**src/rtl/dram_seq_pkg.sv**
```systemverilog
package dram_seq_pkg;

  typedef enum logic [1:0] {
    ENG_IDLE,
    ENG_PRE,
    ENG_CSR,
    ENG_RAS
  } eng_state_e;

  typedef enum logic [1:0] {
    PH_PAUSE,
    PH_INIT,
    PH_RUN
  } phase_e;

  function automatic int unsigned max_u(input int unsigned a, input int unsigned b);
    return (a > b) ? a : b;
  endfunction

endpackage

```
**src/rtl/dram_cbr_engine.sv**
```systemverilog
module dram_cbr_engine
  import dram_seq_pkg::*;
#(
  parameter int unsigned T_PRE = 4,
  parameter int unsigned T_CSR = 1,
  parameter int unsigned T_RAS = 6
) (
  input  logic clk_i,
  input  logic rst_ni,
  input  logic start_i,
  output logic idle_o,
  output logic ras_n_o,
  output logic cas_n_o
);

  localparam int unsigned T_MAX = max_u(max_u(T_PRE, T_CSR), T_RAS);
  localparam int unsigned CW    = $clog2(T_MAX + 1);

  eng_state_e    state_q;
  logic [CW-1:0] cnt_q;
  logic          ras_n_q, cas_n_q;

  // precharge first, then CAS ahead of RAS
  always_ff @(posedge clk_i or negedge rst_ni) begin
    if (!rst_ni) begin
      state_q <= ENG_IDLE;
      cnt_q   <= '0;
      ras_n_q <= 1'b1;
      cas_n_q <= 1'b1;
    end else begin
      case (state_q)
        ENG_IDLE: if (start_i) begin
          state_q <= ENG_PRE;
          cnt_q   <= CW'(T_PRE - 1);
        end
        ENG_PRE: if (cnt_q == '0) begin
          state_q <= ENG_CSR;
          cas_n_q <= 1'b0;
          cnt_q   <= CW'(T_CSR - 1);
        end else cnt_q <= cnt_q - 1'b1;
        ENG_CSR: if (cnt_q == '0) begin
          state_q <= ENG_RAS;
          ras_n_q <= 1'b0;
          cnt_q   <= CW'(T_RAS - 1);
        end else cnt_q <= cnt_q - 1'b1;
        ENG_RAS: if (cnt_q == '0) begin
          state_q <= ENG_IDLE;
          ras_n_q <= 1'b1;
          cas_n_q <= 1'b1;
        end else cnt_q <= cnt_q - 1'b1;
        default: state_q <= ENG_IDLE;
      endcase
    end
  end

  assign idle_o  = (state_q == ENG_IDLE);
  assign ras_n_o = ras_n_q;
  assign cas_n_o = cas_n_q;

  // checker-side run counters
  logic [15:0] low_run_q, high_run_q;
  always_ff @(posedge clk_i or negedge rst_ni) begin
    if (!rst_ni) begin
      low_run_q  <= '0;
      high_run_q <= '0;
    end else begin
      low_run_q  <= ras_n_q ? '0 : low_run_q + 1'b1;
      high_run_q <= !ras_n_q ? '0 :
                    (high_run_q == 16'hFFFF) ? high_run_q : high_run_q + 1'b1;
    end
  end

  assert_cbr_order_R4: assert property (@(posedge clk_i) disable iff (!rst_ni)
    $fell(ras_n_q) |-> (!cas_n_q && $past(!cas_n_q)));

  assert_cas_release_R4: assert property (@(posedge clk_i) disable iff (!rst_ni)
    $rose(cas_n_q) |-> $rose(ras_n_q));

  assert_ras_width_R5: assert property (@(posedge clk_i) disable iff (!rst_ni)
    $rose(ras_n_q) |-> (low_run_q == 16'(T_RAS)));

  assert_ras_precharge_R5: assert property (@(posedge clk_i) disable iff (!rst_ni)
    $fell(ras_n_q) |-> (high_run_q >= 16'(T_PRE + T_CSR)));

endmodule

```
**src/rtl/dram_interval_timer.sv**
```systemverilog
module dram_interval_timer #(
  parameter int unsigned PERIOD = 1562
) (
  input  logic clk_i,
  input  logic rst_ni,
  input  logic en_i,
  output logic tick_o
);

  localparam int unsigned TW = $clog2(PERIOD + 1);

  logic [TW-1:0] cnt_q;

  always_ff @(posedge clk_i or negedge rst_ni) begin
    if (!rst_ni)                cnt_q <= TW'(PERIOD - 1);
    else if (!en_i)             cnt_q <= TW'(PERIOD - 1);
    else if (cnt_q == '0)       cnt_q <= TW'(PERIOD - 1);
    else                        cnt_q <= cnt_q - 1'b1;
  end

  assign tick_o = en_i && (cnt_q == '0);

  // checker: spacing between ticks
  logic [TW-1:0] gap_q;
  logic          seen_q;
  always_ff @(posedge clk_i or negedge rst_ni) begin
    if (!rst_ni) begin
      gap_q  <= '0;
      seen_q <= 1'b0;
    end else if (!en_i) begin
      gap_q  <= '0;
      seen_q <= 1'b0;
    end else if (tick_o) begin
      gap_q  <= '0;
      seen_q <= 1'b1;
    end else if (gap_q != {TW{1'b1}}) begin
      gap_q  <= gap_q + 1'b1;
    end
  end

  assert_tick_period_R6: assert property (@(posedge clk_i) disable iff (!rst_ni)
    (tick_o && seen_q) |-> (gap_q == TW'(PERIOD - 1)));

endmodule

```
**src/rtl/dram_pend_counter.sv**
```systemverilog
module dram_pend_counter #(
  parameter int unsigned MAX = 8
) (
  input  logic clk_i,
  input  logic rst_ni,
  input  logic inc_i,
  input  logic dec_i,
  output logic nz_o
);

  localparam int unsigned PW = $clog2(MAX + 1);

  logic [PW-1:0] cnt_q;

  always_ff @(posedge clk_i or negedge rst_ni) begin
    if (!rst_ni) cnt_q <= '0;
    else begin
      case ({inc_i, dec_i})
        2'b10:   if (cnt_q != PW'(MAX)) cnt_q <= cnt_q + 1'b1;
        2'b01:   if (cnt_q != '0)       cnt_q <= cnt_q - 1'b1;
        default: cnt_q <= cnt_q;
      endcase
    end
  end

  assign nz_o = (cnt_q != '0);

  assert_pend_bound_R7: assert property (@(posedge clk_i) disable iff (!rst_ni)
    32'(cnt_q) <= MAX);

  assert_pend_step_R7: assert property (@(posedge clk_i) disable iff (!rst_ni)
    (cnt_q != $past(cnt_q)) |-> (($past(inc_i) != $past(dec_i))
      && ((32'(cnt_q) == 32'($past(cnt_q)) + 1) || (32'(cnt_q) + 1 == 32'($past(cnt_q))))));

  assert_no_drain_underflow_R7: assert property (@(posedge clk_i) disable iff (!rst_ni)
    dec_i |-> nz_o);

endmodule

```
**src/rtl/dram_refresh_seq.sv**
```systemverilog
module dram_refresh_seq
  import dram_seq_pkg::*;
#(
  parameter int unsigned CLK_MHZ      = 100,
  parameter int unsigned PWRUP_US     = 200,
  parameter int unsigned INIT_CYCLES  = 8,
  parameter int unsigned REFRESH_ROWS = 4096,
  parameter int unsigned REFRESH_MS   = 64,
  parameter int unsigned T_RAS        = 6,
  parameter int unsigned T_RP         = 4,
  parameter int unsigned T_CP         = 2,
  parameter int unsigned T_CSR        = 1,
  parameter int unsigned PEND_MAX     = 8
) (
  input  logic clk_i,
  input  logic rst_ni,
  input  logic bus_req_i,
  output logic bus_gnt_o,
  output logic ready_o,
  output logic ras_n_o,
  output logic cas_lo_n_o,
  output logic cas_hi_n_o,
  output logic we_n_o
);

  localparam int unsigned PAUSE_CYC = PWRUP_US * CLK_MHZ;
  localparam int unsigned INTERVAL  = (REFRESH_MS * 1000 * CLK_MHZ) / REFRESH_ROWS;
  localparam int unsigned T_PRE     = max_u(T_RP, T_CP);
  localparam int unsigned PCW       = $clog2(PAUSE_CYC + 1);
  localparam int unsigned ICW       = $clog2(INIT_CYCLES + 1);

  phase_e         phase_q;
  logic [PCW-1:0] pause_cnt_q;
  logic [ICW-1:0] init_cnt_q;
  logic           gnt_q;

  logic eng_idle, eng_ras_n, eng_cas_n;
  logic tick, pend_nz, start, run;

  assign run = (phase_q == PH_RUN);

  // backlog drains before any grant
  always_comb begin
    start = 1'b0;
    if (eng_idle && !gnt_q) begin
      if (phase_q == PH_INIT) start = (init_cnt_q < ICW'(INIT_CYCLES));
      else if (run)           start = pend_nz;
    end
  end

  always_ff @(posedge clk_i or negedge rst_ni) begin
    if (!rst_ni) begin
      phase_q     <= PH_PAUSE;
      pause_cnt_q <= '0;
      init_cnt_q  <= '0;
      gnt_q       <= 1'b0;
    end else begin
      case (phase_q)
        PH_PAUSE:
          if (pause_cnt_q == PCW'(PAUSE_CYC - 1)) phase_q <= PH_INIT;
          else pause_cnt_q <= pause_cnt_q + 1'b1;
        PH_INIT: begin
          if (start) init_cnt_q <= init_cnt_q + 1'b1;
          if (eng_idle && init_cnt_q == ICW'(INIT_CYCLES)) phase_q <= PH_RUN;
        end
        PH_RUN:
          if (gnt_q) begin
            if (!bus_req_i) gnt_q <= 1'b0;
          end else if (eng_idle && !pend_nz && bus_req_i) begin
            gnt_q <= 1'b1;
          end
        default: phase_q <= PH_PAUSE;
      endcase
    end
  end

  dram_interval_timer #(.PERIOD(INTERVAL)) i_timer (
    .clk_i  (clk_i),
    .rst_ni (rst_ni),
    .en_i   (run),
    .tick_o (tick)
  );

  dram_pend_counter #(.MAX(PEND_MAX)) i_pend (
    .clk_i  (clk_i),
    .rst_ni (rst_ni),
    .inc_i  (tick),
    .dec_i  (start && run),
    .nz_o   (pend_nz)
  );

  dram_cbr_engine #(.T_PRE(T_PRE), .T_CSR(T_CSR), .T_RAS(T_RAS)) i_engine (
    .clk_i   (clk_i),
    .rst_ni  (rst_ni),
    .start_i (start),
    .idle_o  (eng_idle),
    .ras_n_o (eng_ras_n),
    .cas_n_o (eng_cas_n)
  );

  assign bus_gnt_o  = gnt_q;
  assign ready_o    = run;
  assign ras_n_o    = eng_ras_n;
  assign cas_lo_n_o = eng_cas_n;
  assign cas_hi_n_o = eng_cas_n;
  assign we_n_o     = 1'b1;

  assert_pause_quiet_R2: assert property (@(posedge clk_i) disable iff (!rst_ni)
    (phase_q == PH_PAUSE) |-> (ras_n_o && cas_lo_n_o && cas_hi_n_o));

  assert_ready_after_init_R3: assert property (@(posedge clk_i) disable iff (!rst_ni)
    $rose(ready_o) |-> (ras_n_o && $past(init_cnt_q) == ICW'(INIT_CYCLES)));

  assert_no_early_grant_R8: assert property (@(posedge clk_i) disable iff (!rst_ni)
    bus_gnt_o |-> ready_o);

  assert_strobes_released_R9: assert property (@(posedge clk_i) disable iff (!rst_ni)
    bus_gnt_o |-> (ras_n_o && cas_lo_n_o && cas_hi_n_o && eng_idle));

  assert_grant_blocked_by_backlog_R10: assert property (@(posedge clk_i) disable iff (!rst_ni)
    $rose(bus_gnt_o) |-> $past(!pend_nz));

endmodule

```
**config.mk**
```make
export PLATFORM = sky130hd
export DESIGN_NAME = dram_refresh_seq
export DESIGN_NICKNAME = d
export VERILOG_FILES = /design/src/rtl/dram_seq_pkg.sv /design/src/rtl/dram_cbr_engine.sv /design/src/rtl/dram_interval_timer.sv /design/src/rtl/dram_pend_counter.sv /design/src/rtl/dram_refresh_seq.sv
export SDC_FILE = /design/constraint.sdc
export NUM_CORES = 1
export LEC_CHECK = 0
export BUFFER_PORTS_ARGS = -buffer_cell sky130_fd_sc_hd__buf_2
export CAP_MARGIN = 20
export CORE_ASPECT_RATIO = 1.25
export CORE_MARGIN = 1
export CORE_UTILIZATION = 61
export CTS_BUF_LIST = sky130_fd_sc_hd__clkbuf_4 sky130_fd_sc_hd__clkbuf_8 sky130_fd_sc_hd__clkbuf_16
export CTS_CLUSTER_DIAMETER = 120
export CTS_CLUSTER_SIZE = 10
export DETAILED_ROUTE_END_ITERATION = 8
export PLACE_DENSITY = 0.9
export SYNTH_ARGS = -nofsm -noshare
export SYNTH_HDL_FRONTEND = slang
export SYNTH_HIERARCHICAL = 1
export SYNTH_SLANG_ARGS = --single-unit
```
**constraint.sdc**
```tcl
create_clock -name clk_i -period 3.48 [get_ports clk_i]
set_input_delay 1.044 -clock clk_i [delete_from_list [all_inputs] [get_ports clk_i]]
set_output_delay 1.044 -clock clk_i [all_outputs]
set_load 0.005 [all_outputs]
```
==> flow_metrics.env, run 1 <==
export IMPL_irDropWorstVdd_mv=0.321
export IMPL_final_cell_mix="dfrtp_1, nand2_1, inv_1"
export IMPL_ant_nets=0
export IMPL_rsz0062_at_grt="false"
export IMPL_synth_fp_nets=254
export IMPL_cts_made_buffers=5
export IMPL_holdBufCountCts=0
export IMPL_clock_root_buffer="clkbuf_8"
export IMPL_first_pass_iters=4
export IMPL_tns_ps=0
export IMPL_synth_top_family_by_area="simple AND/OR/NAND/NOR gates"
export IMPL_die_x_microns=58.9
export IMPL_vias=1771
export IMPL_cpMaxStageDelayCell="or4b_1"
export IMPL_synthToLayoutAreaGrowth_pct=6.94
export IMPL_finalNetCount=262
export IMPL_fmax_ghz=0.343
export IMPL_async_flop_share=1.00
export IMPL_grt_max_degree=45
export IMPL_initial_core_util=0.647
export IMPL_grt_pass1_wl_microns=7560
export IMPL_synth_seq_area_share=0.450
export IMPL_synth_mux_area_frac=0.0193
export IMPL_cp_num_buf_inv=2
export IMPL_holdWs_ps=459
export IMPL_drt_iter0_drc=44
export IMPL_htreeDepth=2
export IMPL_hold_class="reg2reg"
export IMPL_die_height_microns=73.1
export IMPL_cts_tree="done"
export IMPL_gr_usage_all_layers=0.234
export IMPL_viasPerCell=5.88
export IMPL_clockBufferDepth=2
export IMPL_maxCapViolations=0
export IMPL_p_per_area_mw_per_mm2=326
export IMPL_antenna_cells=0
export IMPL_maxSlewHeadroom=0.367
export IMPL_cts_sinks=44
export IMPL_synth_top_area_frac=0.375
export IMPL_crit_type="reg2reg"
export IMPL_drt_wirelength_per_cell_microns=14.5
export IMPL_p_leak_nw=1.16
export IMPL_worstPathArrival_ps=3160
export IMPL_cp_end_kind="flip-flop"
export IMPL_netlist_area_sq_mm=0.00247
export IMPL_yosys_top_cells_area="dfrtp_1, dfstp_2, ha_1"
export IMPL_dpl_cell_count=293
export IMPL_final_cells=301
export IMPL_report_final_hold_viol_count=0
export IMPL_gp_congestion=0.801
export IMPL_synth_fa_ha_area_frac=0.0659
export IMPL_setup_violations=0
export IMPL_synth_compound_area_frac=0.137
export IMPL_start_kind="flip-flop"
export IMPL_grt_overflow_total=0
export IMPL_critPathLaunch="i_timer/cnt_q[1]$_DFF_PN0_"
export IMPL_dpl_hpwl_microns=3100
export IMPL_r2r_start="i_timer/cnt_q[1]$_DFF_PN0_"
export IMPL_power_uw=861
export IMPL_cts_clk_slew_worst_paths_ps=80
export IMPL_r2r_slack_ps=560
export IMPL_wl_microns=4360
export IMPL_synth_edf_count=0
export IMPL_cts_repair_resized=0
export IMPL_post_route_drc_count=0
export IMPL_post_route_min_period_ps=2920
export IMPL_io_pins=9
export IMPL_ys_flop_type="dfrtp_1"
export IMPL_avgSynthCellArea_sq_um=10.4
export IMPL_fin_crit_sh=0.839
export IMPL_yosys_area_top_type="dfrtp_1"
export IMPL_synth_xor_area_frac=0.0710
export IMPL_synth_cell_types=62
export IMPL_insertion_delay_ps=290
export IMPL_core_area_sq_mm=0.00382
export IMPL_cp_required_ps=3720
export IMPL_crit_top_cell="ha_1"
export IMPL_yosys_area_share_simple=0.217
export IMPL_run_status="complete, no violations"
export IMPL_yosysWarnings=6
export IMPL_regArea_sq_mm=0.00111
export IMPL_drive_above_1_share=0.150
export IMPL_crit_path_max_incr_delay_ps=580
export IMPL_clock_skew_ps=4.27
export IMPL_port_buffers=7
export IMPL_multiInputGateArea_sq_mm=0.00126
export IMPL_crit_family="simple AND/OR/NAND/NOR gates"
export IMPL_netlist_instances=238
export IMPL_critPathMaxFanout=7
export IMPL_tightest_slew_ps=949
export IMPL_rows=25
export IMPL_final_common_cell="dfrtp_1"
export IMPL_ys_ff_latch=44
export IMPL_postCtsSetupRepairBufs=0
export IMPL_die_area_sq_mm=0.00431
export IMPL_drv_slew=0
export IMPL_min_from="i_engine/ras_n_o$_DFFE_PN1P_"
export IMPL_fill_cells=284
export IMPL_cp_cell_sequence="inv_1 -> ha_1 -> or4b_1 -> nor3b_1 -> buf_4 -> nand2b_1 -> xnor2_1 -> ha_1 -> or4b_4 -> a221oi_2 -> a31o_1"
export IMPL_grt_pass1_vias=1822
export IMPL_antenna_found_initial=0
==> cells by family (layout without fill, tap and decap cells) <==
family                   Yosys count  after routing
AO/OA/AOI/OAI                     46             46
XOR/XNOR                          20             20
adder cells (fa/ha/maj)           13             13
buffers and inverters             23             32
flip-flops                        44             44
multiplexers                       4              4
other                              1              1
AND/OR/NAND/NOR                   87             87
==> path summary, 6_finish.rpt <==
path,end,depth (start not counted)
min,i_engine/ras_n_o$_DFFE_PN1P_,2
max reg2reg,i_pend/cnt_q[2]$_DFFE_PN0P_,11
min reg2reg,i_engine/ras_n_o$_DFFE_PN1P_,2
max in group asynchronous,init_cnt_q[0]$_DFFE_PN0P_,1
max,i_pend/cnt_q[2]$_DFFE_PN0P_,11
min in group asynchronous,i_pend/cnt_q[2]$_DFFE_PN0P_,1
==> registers in the layout, summed over array words and instances, names as in the netlist <==
name              flops
i_engine/cas_n_o      1
i_timer/cnt_q        11
i_engine/cnt_q        3
phase_q               2
i_pend/cnt_q          4
i_engine/state_q      2
init_cnt_q            4
bus_gnt_o             1
i_engine/ras_n_o      1
pause_cnt_q          15
==> Yosys cell counts, drive strengths merged, types with 2 or more instances <==
master and n:
a21oi 9, a21o 3, or4 3, nand4 3
inv 16, dfrtp 37, nand2b 6, nand3b 3
xor2 8, nor3b 4, nand3 7, buf 4
o21ai 11, clkbuf 3, nor3 8, a211oi 2
nor4 4, or3 4, a31oi 2, nor2 11
o31ai 3, and3 2, or3b 2, or4b 3
nor2b 2, xnor2 12, mux2 3, ha 13
nand2 18, dfstp 7
==> stage by stage <==
| step | util | area [sq um] | setup WS, ps |
|---|---|---|---|
| 5_1_grt | 0.692 | 2640 | 363 |
| 6_report | 0.692 | 2640 | 561 |
| 4_1_cts | 0.692 | 2640 | 575 |
| 3_3_place_gp | 0.666 | 2540 | 678 |
| 3_5_place_dp | 0.666 | 2540 | 607 |
| 2_1_floorplan | - | 2470 | 514 |
==> layer usage <==
metal | share of wire | up-vias | track usage
li1 | - | 870 | -
met3 | 0.018 | 11 | 0.0514
met4 | 0.025 | 0 | 0.135
met5 | 0 | - | 0
met1 | 0.45 | 864 | 0.265
met2 | 0.50 | 26 | 0.402
==> cell type report <==
cell class,instances,share of cell area
clock buffers,7,0.0341
clock inverters,1,0.00284
inverters,16,0.0227
multi-input cells,171,0.478
flip-flops and latches,44,0.420
well taps,54,0.0256
repair buffers,8,0.0161
==> where the power goes <==
| group | internal, mW | switching (mW) | leakage (nW) |
|---|---|---|---|
| Combinational | 0.000798 | 0.00973 | 0.539 |
| Clock | 0.169 | 0.171 | 0.0479 |
| Sequential | 0.511 | 0 | 0.576 |
| Total | 0.681 | 0.180 | 1.16 |
==> worst min-delay path, stage by stage, from the launching register on <==
cell and delay (ps):
dfstp_2 370, nand2_1 50, nand2_1 50
Power figures use the tool's default switching activity.
==> inputs of run 2 (changes only) <==
- CORE_UTILIZATION: 61 -> 55
- PLACE_DENSITY: 0.9 -> 0.86
- clock period: 3.48 -> 2.4 ns (I/O delays scaled with it)
==> run 2 against run 1 <==
Effect of this change: non-clock buffer count is 33 higher; highest routed layer unchanged; first-iteration DRC count is 70% higher; largest power group unchanged; clock skew is 3.1 ps higher; sequential share of layout area is 4.6 points lower; largest cell class unchanged; the flow now finishes with violations (setup timing); utilization is 1.4 points higher; setup slack worse by 820 ps; wire length is 18% higher; register-to-register slack worse by 820 ps.
==> flow_metrics.env, run 2 (synthesis results as in run 1) <==
export IMPL_run_status="finished with violations"
export IMPL_violations="setup timing"
export IMPL_rsz0062_at_grt="true"
export IMPL_port_buffers=7
export IMPL_comb_power_share=0.012
export IMPL_r2r_slack_ps=-260
export IMPL_wl_microns=5120
export IMPL_start_kind="flip-flop"
export IMPL_largest_register_ffs=15
export IMPL_final_cells=336
export IMPL_r2r_start="i_timer/cnt_q[1]$_DFF_PN0_"
export IMPL_worstPathArrival_ps=2900
export IMPL_clkPwrFrac=0.450
export IMPL_cts_made_buffers=5
export IMPL_maxCapViolations=0
export IMPL_maxSlewHeadroom=0.539
export IMPL_final_common_cell="dfrtp_1"
export IMPL_ant_nets=0
export IMPL_report_final_hold_viol_count=0
export IMPL_top_register="pause_cnt_q"
export IMPL_grt_overflow_total=0
export IMPL_viasPerCell=5.77
export IMPL_die_area_sq_mm=0.00476
export IMPL_fmax_ghz=0.376
export IMPL_holdBufCountCts=0
export IMPL_final_cell_mix="dfrtp_1, buf_4, nand2_1"
export IMPL_rows=26
export IMPL_fin_ws_ps=-257
export IMPL_post_route_min_period_ps=2660
export IMPL_whs_path_depth=2
export IMPL_clock_root_buffer="clkbuf_8"
export IMPL_cp_cell_sequence="inv_2 -> ha_1 -> or4b_4 -> nor3b_4 -> nand2b_4 -> xnor2_2 -> ha_2 -> or4b_4 -> a221oi_2 -> a31o_1"
export IMPL_drt_iter0_drc=75
export IMPL_core_area_sq_mm=0.00420
export IMPL_cts_tree="done"
export IMPL_cp_required_ps=2640
export IMPL_p_per_area_mw_per_mm2=466
export IMPL_cp_end_kind="flip-flop"
export IMPL_die_x_microns=61.9
export IMPL_drt_wirelength_per_cell_microns=15.2
export IMPL_crit_family="simple AND/OR/NAND/NOR gates"
export IMPL_p_int_mw=1.11
export IMPL_gp_congestion=0.830
export IMPL_min_from="i_engine/ras_n_o$_DFFE_PN1P_"
export IMPL_pre_cts_ws_ps=-296
export IMPL_cts_clk_slew_worst_paths_ps=80
export IMPL_cts_sinks=44
export IMPL_grt_max_degree=45
export IMPL_worst_r2r_path_depth=10
export IMPL_grt_pass1_vias=2008
export IMPL_drv_slew=0
export IMPL_post_route_drc_count=0
export IMPL_irDropWorstVdd_mv=0.312
export IMPL_initial_core_util=0.588
export IMPL_cpMaxStageDelayCell="or4b_4"
export IMPL_crit_top_cell="or4b_4"
export IMPL_setup_violations=1
export IMPL_hold_class="reg2reg"
export IMPL_insertion_delay_ps=300
export IMPL_synthToLayoutAreaGrowth_pct=20.0
export IMPL_gr_usage_all_layers=0.249
export IMPL_die_height_microns=76.9
export IMPL_reg2reg_to="i_pend/cnt_q[2]$_DFFE_PN0P_"
export IMPL_tightest_slew_ps=691
export IMPL_antenna_cells=0
export IMPL_io_pins=9
export IMPL_dpl_cell_count=324
export IMPL_critPathMaxFanout=2
export IMPL_crit_type="reg2reg"
export IMPL_grt_pass1_wl_microns=8890
export IMPL_switching_share=0.195
export IMPL_finalNetCount=295
export IMPL_largestRegisters="pause_cnt_q (15), i_timer/cnt_q (11)"
export IMPL_fin_crit_sh=1.11
export IMPL_dpl_hpwl_microns=3590
export IMPL_seqPwrFrac=0.538
export IMPL_htreeDepth=2
export IMPL_holdPathEnd="i_engine/ras_n_o$_DFFE_PN1P_"
export IMPL_p_sw_uw=268
export IMPL_drive_above_1_share=0.282
export IMPL_vias=1939
export IMPL_crit_path_max_incr_delay_ps=500
export IMPL_clockBufferDepth=2
export IMPL_cp_num_buf_inv=1
export IMPL_p_leak_nw=1.37
export IMPL_antenna_found_initial=0
export IMPL_first_pass_iters=4
export IMPL_clock_skew_ps=7.33
## run 2: changes by cell type in the layout (fill, tap and decap cells not counted), sizes merged
cell      delta
buf         +33
bufinv       +1
clkinvlp     -1
## run 2: how the worst max path moves through the flow
stage,from,to,slack (ps),cells past startpoint
finish,i_timer/cnt_q[1]$_DFF_PN0_,i_pend/cnt_q[2]$_DFFE_PN0P_,-260,10
global route,i_timer/cnt_q[1]$_DFF_PN0_,i_pend/cnt_q[2]$_DFFE_PN0P_,-320,10
CTS,i_timer/cnt_q[1]$_DFF_PN0_,i_pend/cnt_q[2]$_DFFE_PN0P_,-250,10
detailed placement,i_timer/cnt_q[1]$_DFF_PN0_,i_pend/cnt_q[2]$_DFFE_PN0P_,-300,10
global placement,i_pend/cnt_q[2]$_DFFE_PN0P_,i_pend/cnt_q[2]$_DFFE_PN0P_,-180,10
floorplan,i_timer/cnt_q[1]$_DFF_PN0_,i_pend/cnt_q[2]$_DFFE_PN0P_,-310,11
## run 2: layer usage
layer | vias up | wire, microns | track usage
met4 | 0 | 108 | 0.0978
met2 | 47 | 2700 | 0.418
met1 | 948 | 2130 | 0.294
li1 | 930 | - | -
met5 | - | 0 | 0
met3 | 14 | 188 | 0.0607
## run 2: cell type report
class,instances,area (sq um)
Clock buffer,7,96.3
Clock inverter,1,30.0
Fill cell,280,1230
Inverter,16,60.1
Multi-Input combinational cell,171,1310
Sequential cell,44,1110
Tap cell,56,70.1
Timing Repair Buffer,41,290
## run 2: what timing repair did
action,in CTS,in global routing
pin swaps,4,3
setup buffers,3,1
gates resized for setup,8,1
setup endpoints to repair,1,3
## run 2: tightest hold or removal path, delay by kind of cell (launching register included)
family        cells  cell delay [ps]
flops             1              370
simple gates      2              100
## run 2: power by group through the flow
stage | sequential (mW) | combinational, mW | clock, mW
after floorplan | 0.756 | 0.00152 | 0
after global placement | 0.756 | 0.0179 | 0
after detailed placement | 0.756 | 0.0179 | 0
after CTS | 0.741 | 0.0179 | 0.631
after global routing | 0.741 | 0.0204 | 0.658
final | 0.741 | 0.0170 | 0.621
## run 2: stage by stage
| stage | instance area (sq um) | total power, mW | setup TNS [ps] | hold WS, ps | utilization |
|---|---|---|---|---|---|
| detailed placement | 2770 | 0.773 | -296 | 453 | 0.661 |
| global placement | 2770 | 0.773 | -177 | 445 | 0.661 |
| floorplan | 2480 | 0.757 | -308 | 424 | - |
| CTS | 2950 | 1.39 | -251 | 466 | 0.703 |
| global route | 2960 | 1.42 | -423 | 499 | 0.706 |
| finish | 2960 | 1.38 | -257 | 466 | 0.706 |
==> inputs of run 3 (changes only) <==
- CORE_MARGIN: 1 -> 2
==> run 3 against run 2 <==
Effect of this change: the flow still finishes with violations (setup timing); sequential share of layout area up 0.13 points; clock-buffer cell count down 2; wire length down 8.1%; register-to-register slack better by 60 ps; setup slack better by 61 ps; via count down 3.1%; sequential power about the same; critical path type unchanged.
==> flow_metrics.env, run 3 (synthesis results as in run 1) <==
export IMPL_worst_r2r_path_depth=10
export IMPL_reg2reg_to="i_pend/cnt_q[2]$_DFFE_PN0P_"
export IMPL_clkPwrFrac=0.433
export IMPL_rsz0062_at_grt="true"
export IMPL_final_cell_mix="dfrtp_1, buf_4, nand2_1"
export IMPL_viasPerCell=5.57
export IMPL_io_pins=9
export IMPL_largestRegisters="pause_cnt_q (15), i_timer/cnt_q (11)"
export IMPL_die_x_microns=63.9
export IMPL_first_pass_iters=4
export IMPL_cts_tree="done"
export IMPL_fin_crit_sh=1.08
export IMPL_largest_register_ffs=15
export IMPL_fmax_ghz=0.385
export IMPL_drt_iter0_drc=72
export IMPL_start_kind="flip-flop"
export IMPL_htreeDepth=2
export IMPL_grt_max_degree=45
export IMPL_drive_above_1_share=0.283
export IMPL_critPathLaunch="i_timer/cnt_q[1]$_DFF_PN0_"
export IMPL_p_leak_nw=1.36
export IMPL_p_int_mw=1.06
export IMPL_die_area_sq_mm=0.00504
export IMPL_maxSlewHeadroom=0.632
export IMPL_crit_path_max_incr_delay_ps=490
export IMPL_dpl_hpwl_microns=3560
export IMPL_grt_pass1_wl_microns=8820
export IMPL_cts_clk_slew_worst_paths_ps=90
export IMPL_post_route_min_period_ps=2600
export IMPL_fin_ws_ps=-196
export IMPL_p_per_area_mw_per_mm2=453
export IMPL_switching_share=0.209
export IMPL_holdBufCountCts=0
export IMPL_initial_core_util=0.566
export IMPL_p_sw_uw=279
export IMPL_power_mw=1.34
export IMPL_hold_class="in2async"
export IMPL_worstPathArrival_ps=2840
export IMPL_cp_required_ps=2640
export IMPL_clock_root_buffer="clkbuf_8"
export IMPL_rows=27
export IMPL_core_area_sq_mm=0.00436
export IMPL_critPathMaxFanout=2
export IMPL_die_height_microns=78.9
export IMPL_wl_microns=4700
export IMPL_cp_cell_sequence="inv_2 -> ha_1 -> or4b_4 -> nor3b_4 -> nand2b_4 -> xnor2_2 -> ha_2 -> or4b_4 -> a221oi_2 -> a31o_1"
export IMPL_crit_family="simple AND/OR/NAND/NOR gates"
export IMPL_gr_usage_all_layers=0.221
export IMPL_post_route_drc_count=0
export IMPL_final_common_cell="dfrtp_1"
export IMPL_drv_slew=0
export IMPL_r2r_start="i_timer/cnt_q[1]$_DFF_PN0_"
export IMPL_irDropWorstVdd_mv=0.241
export IMPL_vias=1878
export IMPL_ant_nets=0
export IMPL_tightest_slew_ps=551
export IMPL_holdWs_ps=470
export IMPL_final_cells=337
export IMPL_clockBufferDepth=2
export IMPL_violations="setup timing"
export IMPL_comb_power_share=0.013
export IMPL_setup_violations=1
export IMPL_antenna_cells=0
export IMPL_maxCapViolations=0
export IMPL_dpl_cell_count=325
export IMPL_antenna_found_initial=0
export IMPL_cts_sinks=44
export IMPL_cp_end_kind="flip-flop"
export IMPL_seqPwrFrac=0.555
export IMPL_finalNetCount=294
export IMPL_clock_skew_ps=13.6
export IMPL_crit_type="reg2reg"
export IMPL_gp_congestion=0.890
export IMPL_crit_top_cell="or4b_4"
export IMPL_report_final_hold_viol_count=0
export IMPL_drt_wirelength_per_cell_microns=14.0
export IMPL_top_register="pause_cnt_q"
export IMPL_port_buffers=7
export IMPL_synthToLayoutAreaGrowth_pct=19.6
export IMPL_insertion_delay_ps=310
export IMPL_grt_pass1_vias=2007
export IMPL_grt_overflow_total=0
export IMPL_cp_num_buf_inv=1
export IMPL_r2r_slack_ps=-200
export IMPL_cpMaxStageDelayCell="or4b_4"
export IMPL_run_status="finished with violations"
export IMPL_cts_made_buffers=5
-- run 3: cell types whose count changed in the layout (fill, tap and decap cells not counted), sizes merged --
cell,delta
clkbuf,-2
buf,-1
inv,+1
clkinvlp,+1
-- run 3: worst register-to-register path: cells and delay by family (launching register included) --
family | cells | cell delay, ps
AOI/OAI and AO/OA | 2 | 360
xor gates and xnor gates | 1 | 60
adders and majority gates | 2 | 310
buffers and inverters | 1 | 70
DFF | 1 | 400
and+or+nand+nor | 4 | 1340
-- run 3: repair_timing --
| item | 4_1_cts | 5_1_grt |
|---|---|---|
| endpoints found under the hold margin | 0 | 0 |
| pin swaps | 4 | 3 |
| buffers inserted | 2 | 2 |
| setup endpoints to repair | 1 | 2 |
| resized for setup | 8 | 2 |
-- run 3: worst max-delay path by stage --
stage | to | slack, ps | cells after the start
after floorplan | i_pend/cnt_q[2]$_DFFE_PN0P_ | -310 | 11
after global placement | i_pend/cnt_q[2]$_DFFE_PN0P_ | -180 | 10
after detailed placement | i_pend/cnt_q[2]$_DFFE_PN0P_ | -280 | 10
after CTS | i_pend/cnt_q[2]$_DFFE_PN0P_ | -230 | 10
after global routing | i_pend/cnt_q[2]$_DFFE_PN0P_ | -330 | 10
final | i_pend/cnt_q[2]$_DFFE_PN0P_ | -200 | 10
-- run 3: area by class of cell --
type                    instances  area (sq um)
inverters                      16          60.1
fillers                       328          1410
well taps                      58          72.6
repair buffers                 40           283
clock buffers                   5          68.8
flip-flops and latches         44          1110
clock inverters                 3          46.3
multi-input cells             171          1310
-- run 3: metal layers --
layer / GRT usage / wire length (microns)
met2: 0.396 / 2550
met4: 0.0891 / 95
met5: 0 / 0
met1: 0.251 / 1950
met3: 0.0524 / 104
-- run 3: power groups by stage --
stage	logic (mW)	registers [mW]	clock network, mW
2_1_floorplan	0.00152	0.756	0
3_3_place_gp	0.0182	0.756	0
3_5_place_dp	0.0180	0.756	0
4_1_cts	0.0182	0.741	0.594
5_1_grt	0.0203	0.741	0.628
6_report	0.0169	0.741	0.578
-- run 3: per-stage QoR --
step	setup slack, ps	setup TNS [ps]	utilization	cell area, sq um
finish	-196	-196	0.677	2950
global route	-334	-394	0.677	2950
CTS	-229	-229	0.671	2920
detailed placement	-284	-284	0.635	2770
global placement	-179	-179	0.635	2770
floorplan	-308	-308	-	2480
